--- config.mk ---
export PLATFORM = sky130hd
export DESIGN_NAME = sar_conv_seq
export DESIGN_NICKNAME = d
export VERILOG_FILES = /design/src/rtl/sar_seq_pkg.sv /design/src/rtl/sar_phase_timer.sv /design/src/rtl/sar_approx_reg.sv /design/src/rtl/sar_conv_seq.sv
export SDC_FILE = /design/constraint.sdc
export NUM_CORES = 1
export LEC_CHECK = 0
export ABC_AREA = 1
export BUFFER_PORTS_ARGS = -buffer_cell sky130_fd_sc_hd__buf_2
export CORE_MARGIN = 2
export CORE_UTILIZATION = 40
export DETAILED_ROUTE_END_ITERATION = 10
export PLACE_DENSITY_LB_ADDON = 0.3
export SYNTH_ARGS = -nofsm -noshare
export SYNTH_HDL_FRONTEND = slang
export SYNTH_HIERARCHICAL = 1
export SYNTH_SLANG_ARGS = --single-unit
export TNS_END_PERCENT = 5
--- constraint.sdc ---
create_clock -name clk -period 2.58 [get_ports clk]
set_input_delay 0.516 -clock clk [delete_from_list [all_inputs] [get_ports clk]]
set_output_delay 0.516 -clock clk [all_outputs]
set_load 0.02 [all_outputs]
--- src/rtl/sar_seq_pkg.sv ---
package sar_seq_pkg;
  typedef enum logic [2:0] {
    PH_IDLE  = 3'd0,
    PH_INIT  = 3'd1,
    PH_XFER  = 3'd2,
    PH_FINAL = 3'd3,
    PH_RES   = 3'd4
  } phase_t;

  function automatic int max_of(input int a, input int b);
    return (a > b) ? a : b;
  endfunction
endpackage

--- src/rtl/sar_phase_timer.sv ---
module sar_phase_timer #(
  parameter int CNT_W = 5
) (
  input  logic             clk,
  input  logic             rst,
  input  logic             clr,
  input  logic             tick,
  input  logic [CNT_W-1:0] limit,
  output logic             last
);
  logic [CNT_W-1:0] cnt;

  assign last = tick && (cnt == limit - 1'b1);

  always_ff @(posedge clk) begin
    if (rst || clr)  cnt <= '0;
    else if (last)   cnt <= '0;
    else if (tick)   cnt <= cnt + 1'b1;
  end


  cnt_range_chk: assert property (@(posedge clk) disable iff (rst)
    !clr |-> (cnt < limit));
endmodule

--- src/rtl/sar_approx_reg.sv ---
module sar_approx_reg #(
  parameter int N = 10
) (
  input  logic         clk,
  input  logic         rst,
  input  logic         load,
  input  logic         step,
  input  logic         cmp,
  output logic [N-1:0] trial,
  output logic [N-1:0] code_fin
);
  localparam logic [N-1:0] TOP_BIT = {1'b1, {(N-1){1'b0}}};

  logic [N-1:0] mask;

  assign code_fin = (trial & ~mask) | (cmp ? mask : '0);

  always_ff @(posedge clk) begin
    if (rst) begin
      trial <= '0;
      mask  <= '0;
    end else if (load) begin
      trial <= TOP_BIT;
      mask  <= TOP_BIT;
    end else if (step) begin
      trial <= code_fin | (mask >> 1);
      mask  <= mask >> 1;
    end
  end


  mask_onehot_chk: assert property (@(posedge clk) disable iff (rst)
    $onehot0(mask));

  step_valid_chk: assert property (@(posedge clk) disable iff (rst)
    step |-> (mask != '0));
endmodule

--- src/rtl/sar_conv_seq.sv ---
module sar_conv_seq
  import sar_seq_pkg::*;
#(
  parameter int RES_BITS  = 10,
  parameter int CH_W      = 5,
  parameter int IST_W     = 2,
  parameter int INIT_CLKS = 2,
  parameter int XFER_CLKS = 4
) (
  input  logic                clk,
  input  logic                rst,
  input  logic                cen,
  input  logic                start,
  input  logic                abort,
  input  logic [CH_W-1:0]     cmd_chan,
  input  logic [IST_W-1:0]    cmd_ist,
  input  logic                cmp_in,
  output logic                busy,
  output logic                samp_en,
  output logic                xfer_en,
  output logic                direct_en,
  output logic [RES_BITS-1:0] dac_code,
  output logic                done,
  output logic [RES_BITS-1:0] res_code,
  output logic [CH_W-1:0]     res_chan
);
  localparam int FIN_MAX = 2 << ((1 << IST_W) - 1);
  localparam int LEN_MAX = max_of(max_of(FIN_MAX, RES_BITS), max_of(INIT_CLKS, XFER_CLKS));
  localparam int CNT_W   = $clog2(LEN_MAX + 1);

  phase_t              ph, ph_nxt;
  logic [CH_W-1:0]     chan_q;
  logic [IST_W-1:0]    ist_q;
  logic [CNT_W-1:0]    limit;
  logic                last, accept, sar_load, sar_step, finish;
  logic [RES_BITS-1:0] code_fin;

  assign accept   = (ph == PH_IDLE) && start && !abort;
  assign sar_load = (ph == PH_FINAL) && last && !abort;
  assign sar_step = (ph == PH_RES) && cen && !abort;
  assign finish   = (ph == PH_RES) && last && !abort;

  always_comb begin
    case (ph)
      PH_INIT:  limit = CNT_W'(INIT_CLKS);
      PH_XFER:  limit = CNT_W'(XFER_CLKS);
      PH_FINAL: limit = CNT_W'(2) << ist_q;
      PH_RES:   limit = CNT_W'(RES_BITS);
      default:  limit = CNT_W'(1);
    endcase
  end

  always_comb begin
    ph_nxt = ph;
    if (ph == PH_IDLE) begin
      if (accept) ph_nxt = PH_INIT;
    end else if (abort) begin
      ph_nxt = PH_IDLE;
    end else if (last) begin
      case (ph)
        PH_INIT:  ph_nxt = PH_XFER;
        PH_XFER:  ph_nxt = PH_FINAL;
        PH_FINAL: ph_nxt = PH_RES;
        default:  ph_nxt = PH_IDLE;
      endcase
    end
  end

  sar_phase_timer #(.CNT_W(CNT_W)) timer_i (
    .clk   (clk),
    .rst   (rst),
    .clr   ((ph == PH_IDLE) || abort),
    .tick  (cen),
    .limit (limit),
    .last  (last)
  );

  sar_approx_reg #(.N(RES_BITS)) sar_i (
    .clk      (clk),
    .rst      (rst),
    .load     (sar_load),
    .step     (sar_step),
    .cmp      (cmp_in),
    .trial    (dac_code),
    .code_fin (code_fin)
  );

  always_ff @(posedge clk) begin
    if (rst) begin
      ph        <= PH_IDLE;
      busy      <= 1'b0;
      samp_en   <= 1'b0;
      xfer_en   <= 1'b0;
      direct_en <= 1'b0;
      chan_q    <= '0;
      ist_q     <= '0;
    end else begin
      ph        <= ph_nxt;
      busy      <= (ph_nxt != PH_IDLE);
      samp_en   <= (ph_nxt == PH_INIT);
      xfer_en   <= (ph_nxt == PH_XFER);
      direct_en <= (ph_nxt == PH_FINAL);
      if (accept) begin
        chan_q <= cmd_chan;
        ist_q  <= cmd_ist;
      end
    end
  end

  always_ff @(posedge clk) begin
    if (rst) begin
      done     <= 1'b0;
      res_code <= '0;
      res_chan <= '0;
    end else begin
      done <= finish;
      if (finish) begin
        res_code <= code_fin;
        res_chan <= chan_q;
      end
    end
  end


  sw_onehot_chk: assert property (@(posedge clk) disable iff (rst)
    $onehot0({samp_en, xfer_en, direct_en}));

  xfer_order_chk: assert property (@(posedge clk) disable iff (rst)
    $rose(xfer_en) |-> $past(samp_en));

  direct_order_chk: assert property (@(posedge clk) disable iff (rst)
    $rose(direct_en) |-> $past(xfer_en));

  idle_sw_chk: assert property (@(posedge clk) disable iff (rst)
    !busy |-> !(samp_en || xfer_en || direct_en));

  accept_chk: assert property (@(posedge clk) disable iff (rst)
    (!busy && start && !abort) |=> busy);

  stall_hold_chk: assert property (@(posedge clk) disable iff (rst)
    (busy && !cen && !abort) |=> ($stable({samp_en, xfer_en, direct_en, busy}) && $stable(dac_code)));

  done_pulse_chk: assert property (@(posedge clk) disable iff (rst)
    done |=> !done);

  done_busy_chk: assert property (@(posedge clk) disable iff (rst)
    done |-> (!busy && $past(busy)));

  abort_idle_chk: assert property (@(posedge clk) disable iff (rst)
    (busy && abort) |=> (!busy && !done));
endmodule

After elaboration in Yosys (flattened, before gate mapping):

Index checks and enable logic that the tools add are counted.

* $add $sub $neg: 2
* equality and inequality tests: 8
* shift operators: 1
* muxes and demuxes: 11
* bitwise operators: 4
* reductions and logical operators: 17

Operator list (number)
* 10-bit 2-to-1 mux: 5
* 5-bit case mux with 4 select lines: 1
* 3-bit by 2-bit == test with 1-bit output, second input constant: 4
* 3-bit 2-to-1 mux: 4
* 10-bit AND: 1
* 10-bit inverter: 1
* 10-bit OR: 1
* 10-bit by 9-bit OR with 10-bit output: 1
* 1-bit logical AND: 9
* 3-bit case mux with 3 select lines: 1
* 3-bit by 1-bit == test with 1-bit output, second input constant: 2
* 5-bit by 1-bit adder with 5-bit output, second input constant: 1
* 5-bit == test: 1
* 2-bit by 2-bit left shift with 5-bit output, first input constant: 1
* 5-bit by 1-bit subtractor with 5-bit output, second input constant: 1
* 2-bit OR reduction: 2
* 3-bit == test, second input constant: 1
* 3-bit logical NOT: 1
* 3-bit nonzero test: 1
* 1-bit logical OR: 2
* 2-bit nonzero test: 1
* 1-bit logical NOT: 1

* flip-flop bits (word level): 55
* logic and storage cells: 58

Depth between registers and ports, before layout:

Gate-level depths: netlist of run 1.

* word-level depth: 9
* gate-level depth with buffers: 21
* mapped depth without buffers: 21

Hierarchy:

The synthesis of run 1 kept the hierarchy.

Modules (own cells, without submodules)
* sar_conv_seq: times used 1, cells an instance 157, area each 1176.1 sq um, seq. area each 600.6 sq um
* sar_approx_reg: times used 1, cells an instance 141, area each 974.7 sq um, seq. area each 400.4 sq um
* sar_phase_timer: times used 1, cells an instance 68, area each 419.2 sq um, seq. area each 100.1 sq um

Worst setup path before layout of run 1:

Ideal clock, no wire load.

* path type: register -> register
* start point: register ph[0]
* end point: register sar_i.trial[1]
* library setup time: 118 ps
* arrival: 2534 ps
* required time: 2462 ps
* slack: -72 ps
* cell stages (with the launch flop): 18
* period minus slack after synthesis: 2652 ps
* cells stage by stage: dfxtp_1 > nor2_4 > nand2_2 > inv_2 > nor2_1 > inv_1 > ha_1 > nand2_1 > nand3_1 > nor2_1 > nand2_2 > nor2_4 > inv_1 > nor3_1 > nor2_4 > buf_6 > o21ai_1 > a21oi_2

* cells in the longest elaborated chain, start to end: 8
* elaborated cells on any way between the ends: 13
* those cells by class: 1 x add/sub; 5 x eq/ne; 1 x mux; 6 x reduce/logical

Ends and longest elaborated chain
* from (decl): RTL line sar_conv_seq.sv:31 `phase_t ph, ph_nxt;`
* from (signal assigned): RTL line sar_conv_seq.sv:98 `ph <= ph_nxt;`
* 3-bit == test (tied with other cells): RTL line sar_conv_seq.sv:44 `case (ph)`
* 5-bit case mux with 4 select lines *: RTL line sar_conv_seq.sv:44
* via limit[0]: RTL line sar_conv_seq.sv:34 `logic [CNT_W-1:0] limit;`
* 5-bit by 1-bit subtractor with 5-bit output *: RTL line sar_phase_timer.sv:13 `assign last = tick && (cnt == limit - 1'b1);`
* 5-bit == test *: RTL line sar_phase_timer.sv:13
* 1-bit logical AND *: RTL line sar_phase_timer.sv:13
* via last: RTL line sar_conv_seq.sv:35 `logic last, accept, sar_load, sar_step, finish;`
* 1-bit logical AND * (2 in series): RTL line sar_conv_seq.sv:39 `assign sar_load = (ph == PH_FINAL) && last && !abort;`
* via sar_load: RTL line sar_conv_seq.sv:35
* 2-bit OR reduction (no line) *
* to (signal assigned): RTL line sar_approx_reg.sv:26 `trial <= code_fin | (mask >> 1);`
* to (decl): RTL line sar_approx_reg.sv:9 `output logic [N-1:0] trial,`

Mark *: on every way through the listed nets, which the timed path passes. The rest lies on a longest branch.
A chain may end at the register's enable or synchronous reset.

Final worst setup path of run 1:

* start point: register ph[0]
* end point: register sar_i.mask[8]

* cells in the longest elaborated chain, start to end: 8
* elaborated cells on any way between the ends: 13
* those cells by class: 1 x add/sub; 5 x eq/ne; 1 x mux; 6 x reduce/logical

Ends and longest elaborated chain
* 3-bit == test (tied with other cells): RTL line sar_conv_seq.sv:44
* 5-bit case mux with 4 select lines *: RTL line sar_conv_seq.sv:44
* via limit[0]: RTL line sar_conv_seq.sv:34
* 5-bit by 1-bit subtractor with 5-bit output *: RTL line sar_phase_timer.sv:13
* 5-bit == test *: RTL line sar_phase_timer.sv:13
* 1-bit logical AND *: RTL line sar_phase_timer.sv:13
* via last: RTL line sar_conv_seq.sv:35
* 1-bit logical AND * (2 in series): RTL line sar_conv_seq.sv:39
* via sar_load: RTL line sar_conv_seq.sv:35
* 2-bit OR reduction (no line) *
* to (signal assigned): RTL line sar_approx_reg.sv:27 `mask <= mask >> 1;`
* to (decl): RTL line sar_approx_reg.sv:14 `logic [N-1:0] mask;`

Marks and branches as above.

==> flow_summary.ini, run 1 <==
[sta]
setup_violations = 0
setup-tns-final_ns = 0
skew_ns = 0.00906
hold_viol_final = 0
finalCritPeriodShare = 0.948
slew_headroom = 0.410
tightest_slew_ns = 0.885
clock.fmax_mhz = 409
fin_crit_ns = 2.45
maxSlewViolCount = 0

[synth]
synthMuxAreaShare = 0
ys.warnings.count = 6
synth_fa_ha_area_frac = 0.00974
yosys_register_bits = 55
yosysUniqueCellTypes = 30
synth-compound-area-share = 0.148
synth.cell_area_sq_um = 2570
seq_area_frac_synth = 0.428
avgSynthCellArea_sq_um = 7.02
synthXorXnorAreaFrac = 0.0170
synth_top_family_by_area = simple AND/OR/NAND/NOR gates
netlist_instances = 366
yosys.area_share.simple = 0.279
synth_nets = 381

[clocking]
holdBufCountCts = 0
cts_buffers = 5
clockBufferDepth = 2
clock_tree.root_cell = clkbuf_8
htreeDepth = 2
clk_pin_slew_ns = 0.10
clk_latency_ns = 0.31
cts_tree = built
clock-sinks = 55

[finish]
diodes = 0
area_delta_synth_final_pct = 17.5
final_cell_area_sq_um = 3020
fillers = 640
fin_nets = 427
drive_above_1_share = 0.231

[global_routing]
grt_usage = 0.161
grt_overflow_total = 0
grt_pass1_vias = 2083
grt_pass1_wl_microns = 9410
antenna_found_initial = 0
grt_max_degree = 30

[worst_setup_path]
critPathBufInv = 5
cp_max_fo = 18
arrival_ns = 2.60
worst_path_max_delay_cell = dfxtp_4
crit_top_cell = nor2_4
path_cells = nor2_4 > nand2_2 > inv_4 > nor2_1 > inv_1 > ha_4 > inv_2 > nand2_1 > nand3_1 > nor2_1 > nand2_2 > nor2_4 > inv_2 > nor3_4 > nor2_4 > buf_12 > o21ai_0 > a21oi_1
end_kind = flip-flop
critical-path-top-delay-family = simple AND/OR/NAND/NOR gates
critPathLaunchType = flip-flop
required_ns = 2.73
slowest_delay_ns = 0.40
critPathKind = reg -> reg

[drt]
dr.first_iter.drc_count = 133
ant_nets = 0
drcViolationCount = 0
wl_per_cell_microns = 11.6
vias = 2380
viasPerCell = 4.87
routed_wl_microns = 5680
firstDrtPassIters = 5

[die]
start_util = 0.409
die_w_microns = 84.2
fp.dieH_microns = 84.2
top_level_ports = 43
die_area_sq_um = 7080
rows = 29
core-area_sq_um = 6280

[run]
maxCapViolations = 0

[place]
placed_area_sq_um = 2840
routabilityCongestion = 0.814
portBuffers = 42
dpl.hpwl_microns = 3980

[min_path]
hold_path.class = reg -> reg

[power]
p_leak_nw = 1.44
powerDensity_nw_per_um2 = 589
vdd_drop_max_mv = 0.295

[status]
status = complete, no violations
[state kept, by name (all words and copies together) (netlist names), 2 cells and up]
register / count
res_code: 10
sar_i/trial: 10
timer_i/cnt: 5
ph: 3
sar_i/mask: 10
res_chan: 5
ist_q: 2
chan_q: 5
[metrics by stage]
stage | power [W] | utilization | setup WS [ns] | std cells | hold WS, ns
4_1_cts | 0.00177 | 0.470 | 0.00665 | 485 | 0.473
2_1_floorplan | 0.00113 | - | 0.0570 | 366 | 0.447
5_1_grt | 0.00185 | 0.481 | -0.0154 | 489 | 0.487
6_report | 0.00178 | 0.481 | 0.134 | 489 | 0.480
3_3_place_gp | 0.00120 | 0.452 | -0.0160 | 478 | 0.454
3_5_place_dp | 0.00121 | 0.452 | -0.106 | 478 | 0.465
[synthesized netlist by cell type]
cell type / n / share of area
a21oi_1: 18 / 0.035
inv_1: 48 / 0.070
nand2_1: 70 / 0.10
nor2_2: 1 / 0.0024
nand2_2: 4 / 0.0097
o21ai_0: 23 / 0.045
o21ai_2: 3 / 0.010
o31ai_1: 1 / 0.0029
nor3_1: 7 / 0.014
nor2_4: 3 / 0.013
dfxtp_1: 55 / 0.43
buf_2: 2 / 0.0039
or2_0: 1 / 0.0024
nand3_1: 10 / 0.019
ha_1: 2 / 0.0097
nand3_4: 1 / 0.0068
clkinv_1: 1 / 0.0015
xor2_1: 3 / 0.010
nand3b_1: 1 / 0.0029
buf_4: 3 / 0.0088
inv_4: 1 / 0.0024
clkbuf_1: 2 / 0.0029
xnor2_1: 2 / 0.0068
a21oi_2: 7 / 0.024
inv_2: 6 / 0.0088
nor2_1: 68 / 0.099
buf_6: 3 / 0.013
nand4_1: 3 / 0.0073
buf_8: 1 / 0.0058
o21ai_1: 16 / 0.031
[final cells by class]
cell class,instances,area [sq um],area share
Sequential cell,55,1110,0.368
Clock inverter,2,37.5,0.0124
Inverter,56,218,0.0721
Clock buffer,5,68.8,0.0228
Multi-Input combinational cell,245,1210,0.402
Tap cell,77,96.3,0.0319
Timing Repair Buffer,49,275,0.0912
[logic make-up after synthesis]
kind of cell	after synthesis
AOI/OAI and AO/OA	68
xor gates and xnor gates	5
adders and majority gates	2
buffers and inverters	67
DFF	55
and+or+nand+nor	169
[routing by layer]
metal | vias to the layer above | GRT usage | wire length (microns)
met3 | 5 | 0.0324 | 367
met5 | - | 0 | 0
li1 | 1238 | - | -
met2 | 63 | 0.259 | 2630
met1 | 1074 | 0.215 | 2610
met4 | 0 | 0.0572 | 72
[cell usage in the layout, fill, tap and decap left out, types with 2 or more instances in the layout]
| cell | count |
|---|---|
| nor2_1 | 68 |
| a21oi_1 | 18 |
| dfxtp_1 | 52 |
| o21ai_2 | 5 |
| a21oi_2 | 7 |
| buf_4 | 6 |
| inv_1 | 44 |
| nand4_1 | 3 |
| inv_2 | 9 |
| xor2_1 | 3 |
| nor2_4 | 3 |
| nor3_1 | 6 |
| nand2_2 | 4 |
| buf_2 | 42 |
| o21ai_0 | 22 |
| nand2_1 | 70 |
| o21ai_1 | 15 |
| dfxtp_4 | 2 |
| xnor2_1 | 2 |
| nand3_1 | 10 |
| clkbuf_8 | 5 |
[what timing repair did]
action                                  4_1_cts  5_1_grt
resized for setup                             2       16
endpoints found under the setup margin       33       41
pin swaps                                     0        4
setup buffers                                 0        3
gates cloned                                  0        1
[final timing paths]
path,start,end,slack [ns],cells after the start
worst min register to register,sar_i/mask[0],sar_i/mask[0],0.48,2
worst max register to register,ph[0],sar_i/mask[8],0.13,18
worst max-delay path,ph[0],sar_i/mask[8],0.13,18
worst min-delay path,sar_i/mask[0],sar_i/mask[0],0.48,2
[worst min-delay path: cells and delay by family, from the launching register on]
kind	cells	cell delay, ns
AOI/OAI and AO/OA	1	0.06
buffers and inverters	1	0.06
DFF	1	0.33
[where the power goes]
part           internal, W  switching, W  total (W)
registers         0.000877     0.0000212   0.000899
logic             0.000115      0.000202   0.000317
clock network     0.000284      0.000279   0.000564
No activity file was read; power rests on OpenSTA's default activity.
==> inputs of run 2 (changes only) <==
--- a/config.mk
+++ b/config.mk
@@ -7,10 +7,11 @@
 export LEC_CHECK = 0
 export ABC_AREA = 1
 export BUFFER_PORTS_ARGS = -buffer_cell sky130_fd_sc_hd__buf_2
-export CORE_MARGIN = 2
+export CORE_MARGIN = 3
 export CORE_UTILIZATION = 40
+export CTS_BUF_LIST = sky130_fd_sc_hd__clkbuf_2
 export DETAILED_ROUTE_END_ITERATION = 10
-export PLACE_DENSITY_LB_ADDON = 0.3
+export PLACE_DENSITY_LB_ADDON = 0.12
 export SYNTH_ARGS = -nofsm -noshare
 export SYNTH_HDL_FRONTEND = slang
 export SYNTH_HIERARCHICAL = 1
==> run 2 against run 1 <==
Flip-flop and latch count is the same. Non-clock buffer count increased by 1. Global-route usage decreased by 1.2 points. Critical endpoint unchanged. Clock power decreased by 39%. Register-to-register slack barely moved. Routed wire length fell by 5.9%. Via count shrank 5.7%. Final cell count fell by 0.20%. Maximum frequency up 0.26%.
==> flow_summary.ini, run 2 (synthesis results as in run 1) <==
[die]
start_util = 0.424
core-area_sq_um = 6060
rows = 28
die_area_sq_um = 7420
fp.dieH_microns = 86.2
die_w_microns = 86.2
top_level_ports = 43

[drt]
routed_wl_microns = 5340
viasPerCell = 4.60
drcViolationCount = 0
wl_per_cell_microns = 10.9
dr.first_iter.drc_count = 87
firstDrtPassIters = 4
ant_nets = 0
vias = 2245

[global_routing]
antenna_found_initial = 0
grt_pass1_vias = 2001
grt_max_degree = 30
grt_usage = 0.149
grt_overflow_total = 0
grt_pass1_wl_microns = 8960

[worst_setup_path]
critPathLaunchType = flip-flop
end_kind = flip-flop
critPathKind = reg -> reg
rrSetupSlack_ns = 0.14
path_cells = inv_1 > o31ai_2 > inv_2 > ha_2 > inv_2 > nand2_1 > nand3_1 > nor2_1 > nand2_2 > nor2_4 > inv_1 > nor3_4 > nor2_4 > buf_12 > o21ai_0 > a21oi_1
timing.rr.start = ph[0]
cp-startpoint = ph[0]
arrival_ns = 2.75
required_ns = 2.89
worst_path_max_delay_cell = dfxtp_4
slowest_delay_ns = 0.45
cp_max_fo = 18

[clocking]
htreeDepth = 2
cts_buffers = 5
cts_tree = built
clockBufferDepth = 2
clock_tree.root_cell = clkbuf_2
clock-sinks = 55
clk_latency_ns = 0.44
clk_pin_slew_ns = 0.28

[finish]
fillers = 635
final_cell_mix = nand2_1, nor2_1, dfxtp_1
area_delta_synth_final_pct = 14.9
final_cell_area_sq_um = 2950
layout_commonest_cell = nand2_1
fin_nets = 427
drive_above_1_share = 0.225
fin_util = 0.487
reg_top3 = res_code: 10 flops, sar_i/mask: 10 flops, sar_i/trial: 10 flops
fin_cells = 488
diodes = 0

[sta]
setup_violations = 0
skew_ns = 0.0212
finalWorstSetupSlack_ns = 0.141
tightest_slew_ns = 0.876
slew_headroom = 0.415
clock.fmax_mhz = 410
hold_viol_final = 0
maxSlewViolCount = 0
fin_crit_ns = 2.44
finalCritPeriodShare = 0.945

[status]
status = complete, no violations

[place]
pre_cts_slack_ns = 0.0459
portBuffers = 42
placed_area_sq_um = 2840
routabilityCongestion = 0.773
placedCellCount = 477
dpl.hpwl_microns = 3860

[min_path]
min-delay-start = cmd_chan[1]
hold_path.class = in -> reg

[power]
share_seq_of_total_power = 0.582
powerDensity_nw_per_um2 = 525
power_frac_comb = 0.196
p_sw_w = 0.000487
internal_power_w = 0.00106
pwr-share-clk = 0.222
vdd_drop_max_mv = 0.259
p_leak_nw = 1.43
finalPower_w = 0.00155
swShare = 0.314

[run]
maxCapViolations = 0
## run 2: repair_timing
action,in CTS,in global routing
gates resized for setup,1,13
setup buffers,0,3
hold buffers,0,0
pin swaps,0,4
setup endpoints to repair,1,39
## run 2: worst max-delay path: cells and delay by family, from the launching register on
kind | cells | cell delay (ns)
and+or+nand+nor | 7 | 0.72
DFF | 1 | 0.45
buffers and inverters | 5 | 0.42
AOI/OAI and AO/OA | 3 | 0.38
adders and majority gates | 1 | 0.33
## run 2: path summary, 6_finish.rpt
check,end,depth (start not counted)
max reg2reg,sar_i/mask[8],16
min,chan_q[1],3
min reg2reg,sar_i/mask[0],2
max,sar_i/mask[8],16
## run 2: layout make-up
class	instances	area, sq um	area share
multi-input cells	244	1190	0.404
flip-flops and latches	55	1110	0.376
repair buffers	50	295	0.100
inverters	56	218	0.0737
well taps	75	93.8	0.0318
clock buffers	6	30.0	0.0102
clock inverters	2	12.5	0.00424
## run 2: per-layer routing
metal	track usage	routed length [microns]	vias to the layer above
met5	0	0	-
met2	0.246	2390	37
li1	-	-	1238
met1	0.196	2710	966
met3	0.0288	210	4
met4	0.0460	38	0
## run 2: power by group through the flow
| stage | Clock, W | Sequential [W] | Combinational (W) |
|---|---|---|---|
| after floorplan | 0 | 0.000930 | 0.000202 |
| after global placement | 0 | 0.000918 | 0.000290 |
| after detailed placement | 0 | 0.000918 | 0.000293 |
| after CTS | 0.000365 | 0.000903 | 0.000294 |
| after global routing | 0.000387 | 0.000908 | 0.000347 |
| final | 0.000344 | 0.000902 | 0.000304 |
## run 2: per-stage QoR
stage                     setup TNS, ns  hold WS (ns)
after CTS                             0         0.280
after detailed placement              0         0.466
final                                 0         0.300
after floorplan                       0         0.447
after global routing            -0.0578         0.307
after global placement                0         0.457
==> inputs of run 3 (changes only) <==
--- a/config.mk
+++ b/config.mk
@@ -5,8 +5,9 @@
 export SDC_FILE = /design/constraint.sdc
 export NUM_CORES = 1
 export LEC_CHECK = 0
-export ABC_AREA = 1
+export ABC_AREA = 0
 export BUFFER_PORTS_ARGS = -buffer_cell sky130_fd_sc_hd__buf_2
+export CAP_MARGIN = 20
 export CORE_MARGIN = 3
 export CORE_UTILIZATION = 40
 export CTS_BUF_LIST = sky130_fd_sc_hd__clkbuf_2
==> run 3 against run 2 <==
The run now ends with negative setup slack left. Non-clock buffer count increased by 9. Clock-buffer cell count decreased by 1. Total power is 4.2% lower. Synthesized cell count fell by 28%. Hold slack worse by 0.042 ns. Combinational power decreased by 50%. Core utilization is 1.2 points higher. First-iteration DRC count fell by 38%. Register-to-register slack lost 0.17 ns. Critical path type unchanged.
==> flow_summary.ini, run 3 <==
[power]
p_leak_nw = 1.23
powerDensity_nw_per_um2 = 464
vdd_drop_max_mv = 0.355

[synth]
synthArstFlopShare = 0
seq_area_frac_synth = 0.410
synth.cell_area_sq_um = 2690
synth_edf_count = 0
synth_common_cells = dfxtp_1, nand2b_1, mux2i_1
yosys_register_bits = 55
yosysUniqueCellTypes = 39
synth_top_cell_area_share = 0.410
synthFlopType = dfxtp_1
synth_top_area_cell = dfxtp_1
avgSynthCellArea_sq_um = 10.2
netlist_instances = 263
ys.warnings.count = 6
synthTopCellsByArea = dfxtp_1, nand2b_1, mux2i_1
synth_nets = 278
yosysMostFrequentCell = dfxtp_1

[finish]
reg_top3 = res_code: 10 flops, sar_i/mask: 10 flops, sar_i/trial: 10 flops
diodes = 0
final_cell_mix = dfxtp_1, nand2b_1, buf_2
fin_cells = 389
final_cell_area_sq_um = 3200
fin_nets = 326
drive_above_1_share = 0.337
layout_commonest_cell = dfxtp_1
fin_util = 0.499
area_delta_synth_final_pct = 19.3

[sta]
slew_headroom = 0.564
clock.fmax_mhz = 383
finalCritPeriodShare = 1.01
hold_viol_final = 0
finalWorstSetupSlack_ns = -0.0313
tightest_slew_ns = 0.654
maxSlewViolCount = 0
skew_ns = 0.0277
setup_violations = 19
rsz0062_at_grt = true
fin_crit_ns = 2.61
setup-tns-final_ns = -0.321

[worst_setup_path]
slowest_delay_ns = 0.43
critical-path-top-delay-family = simple AND/OR/NAND/NOR gates
required_ns = 3.01
arrival_ns = 3.04
cp_max_fo = 8
critPathBufInv = 2
worst_path_max_delay_cell = dfxtp_4
path_cells = or3b_4 > nand2_4 > inv_4 > ha_4 > xor2_2 > nand3_2 > nor4_4 > nor3b_4 > clkbuf_16 > mux2i_1
critPathLaunchType = flip-flop
critPathKind = reg -> reg
end_kind = flip-flop

[die]
die_w_microns = 87.9
start_util = 0.418
core-area_sq_um = 6420
rows = 29
top_level_ports = 43
fp.dieH_microns = 87.9
die_area_sq_um = 7730

[global_routing]
grt_pass1_vias = 1892
antenna_found_initial = 0
grt_max_degree = 47
grt_overflow_total = 0
grt_pass1_wl_microns = 8940
grt_usage = 0.146

[min_path]
hold_path.class = in -> reg

[drt]
ant_nets = 0
wl_per_cell_microns = 14.5
routed_wl_microns = 5640
firstDrtPassIters = 4
drcViolationCount = 0
vias = 1950
dr.first_iter.drc_count = 54
viasPerCell = 5.01

[clocking]
clk_pin_slew_ns = 0.31
clock-sinks = 55
cts_buffers = 5
clk_latency_ns = 0.48
htreeDepth = 2
clockBufferDepth = 2
clock_tree.root_cell = clkbuf_2
cts_tree = built

[place]
portBuffers = 42
placed_area_sq_um = 3000
dpl.hpwl_microns = 3680
routabilityCongestion = 0.806
pre_cts_slack_ns = 0.0259
placedCellCount = 375

[status]
violations = negative setup slack
status = complete, but fails checks

[run]
maxCapViolations = 0
run 3: cell count changes after synthesis, moves of 7 or more:
cell      previous run  this run
nand2_1             70         4
nand3_1             10         3
o221a_1              0         8
o21ai_1             16         0
mux2i_1              0        32
nand2b_1             0        52
a21oi_1             18         4
a21oi_2              7         0
o21ai_0             23         3
mux2_4               0         8
inv_1               48         5
nor2_1              68        15
run 3: kinds of logic (layout without fill, tap and decap cells):
kind of cell,after synthesis,count (layout),share of synthesized area
buffers and inverters,23,72,0.0508
muxes,43,43,0.177
adders and majority gates,2,2,0.00932
DFF,55,55,0.410
and+or+nand+nor,104,104,0.238
AOI/OAI and AO/OA,22,22,0.0694
xor gates and xnor gates,14,14,0.0457
run 3: worst paths after layout:
path | startpoint | endpoint | slack (ns) | cells after the start
worst max register to register | ph[0] | res_code[6] | -0.03 | 10
worst min-delay path | cmd_chan[0] | chan_q[0] | 0.26 | 3
worst max-delay path | ph[0] | res_code[6] | -0.03 | 10
worst min register to register | res_code[1] | res_code[1] | 0.49 | 2
run 3: layer usage:
| layer | up-vias | GRT usage | share of wire |
|---|---|---|---|
| li1 | 1002 | - | - |
| met2 | 39 | 0.242 | 0.46 |
| met5 | - | 0 | 0 |
| met1 | 900 | 0.191 | 0.48 |
| met3 | 9 | 0.0348 | 0.043 |
| met4 | 0 | 0.0377 | 0.015 |
run 3: worst reg2reg max path: cells and delay by family (launching register included):
family	cells	cell delay, ns
muxes	1	0.18
xor gates and xnor gates	1	0.14
and+or+nand+nor	5	1.30
DFF	1	0.43
adders and majority gates	1	0.25
buffers and inverters	2	0.28
run 3: final cells by class:
cell class / count / area (sq um)
fillers: 627 / 3220
multi-input cells: 185 / 1540
flip-flops and latches: 55 / 1110
repair buffers: 59 / 372
well taps: 77 / 96.3
clock inverters: 3 / 46.3
clock buffers: 5 / 25.0
inverters: 5 / 21.3
run 3: power breakdown:
| group | switching, W | total (W) | internal, W |
|---|---|---|---|
| clock network | 0.000300 | 0.000467 | 0.000167 |
| logic | 0.0000760 | 0.000151 | 0.0000752 |
| registers | 0.00000525 | 0.000868 | 0.000862 |
| total | 0.000381 | 0.00149 | 0.00110 |
run 3: timing repair:
item	in CTS	in global routing
pin swaps	0	10
resized for setup	1	17
setup endpoints to repair	16	39
hold buffers	0	0
buffers inserted	0	5
gates cloned	0	1
run 3: metrics by stage:
| stage | power (W) | hold slack, ns |
|---|---|---|
| after floorplan | 0.000979 | 0.458 |
| after global placement | 0.00101 | 0.459 |
| after detailed placement | 0.00101 | 0.464 |
| after CTS | 0.00148 | 0.231 |
| after global routing | 0.00155 | 0.228 |
| final | 0.00149 | 0.258 |
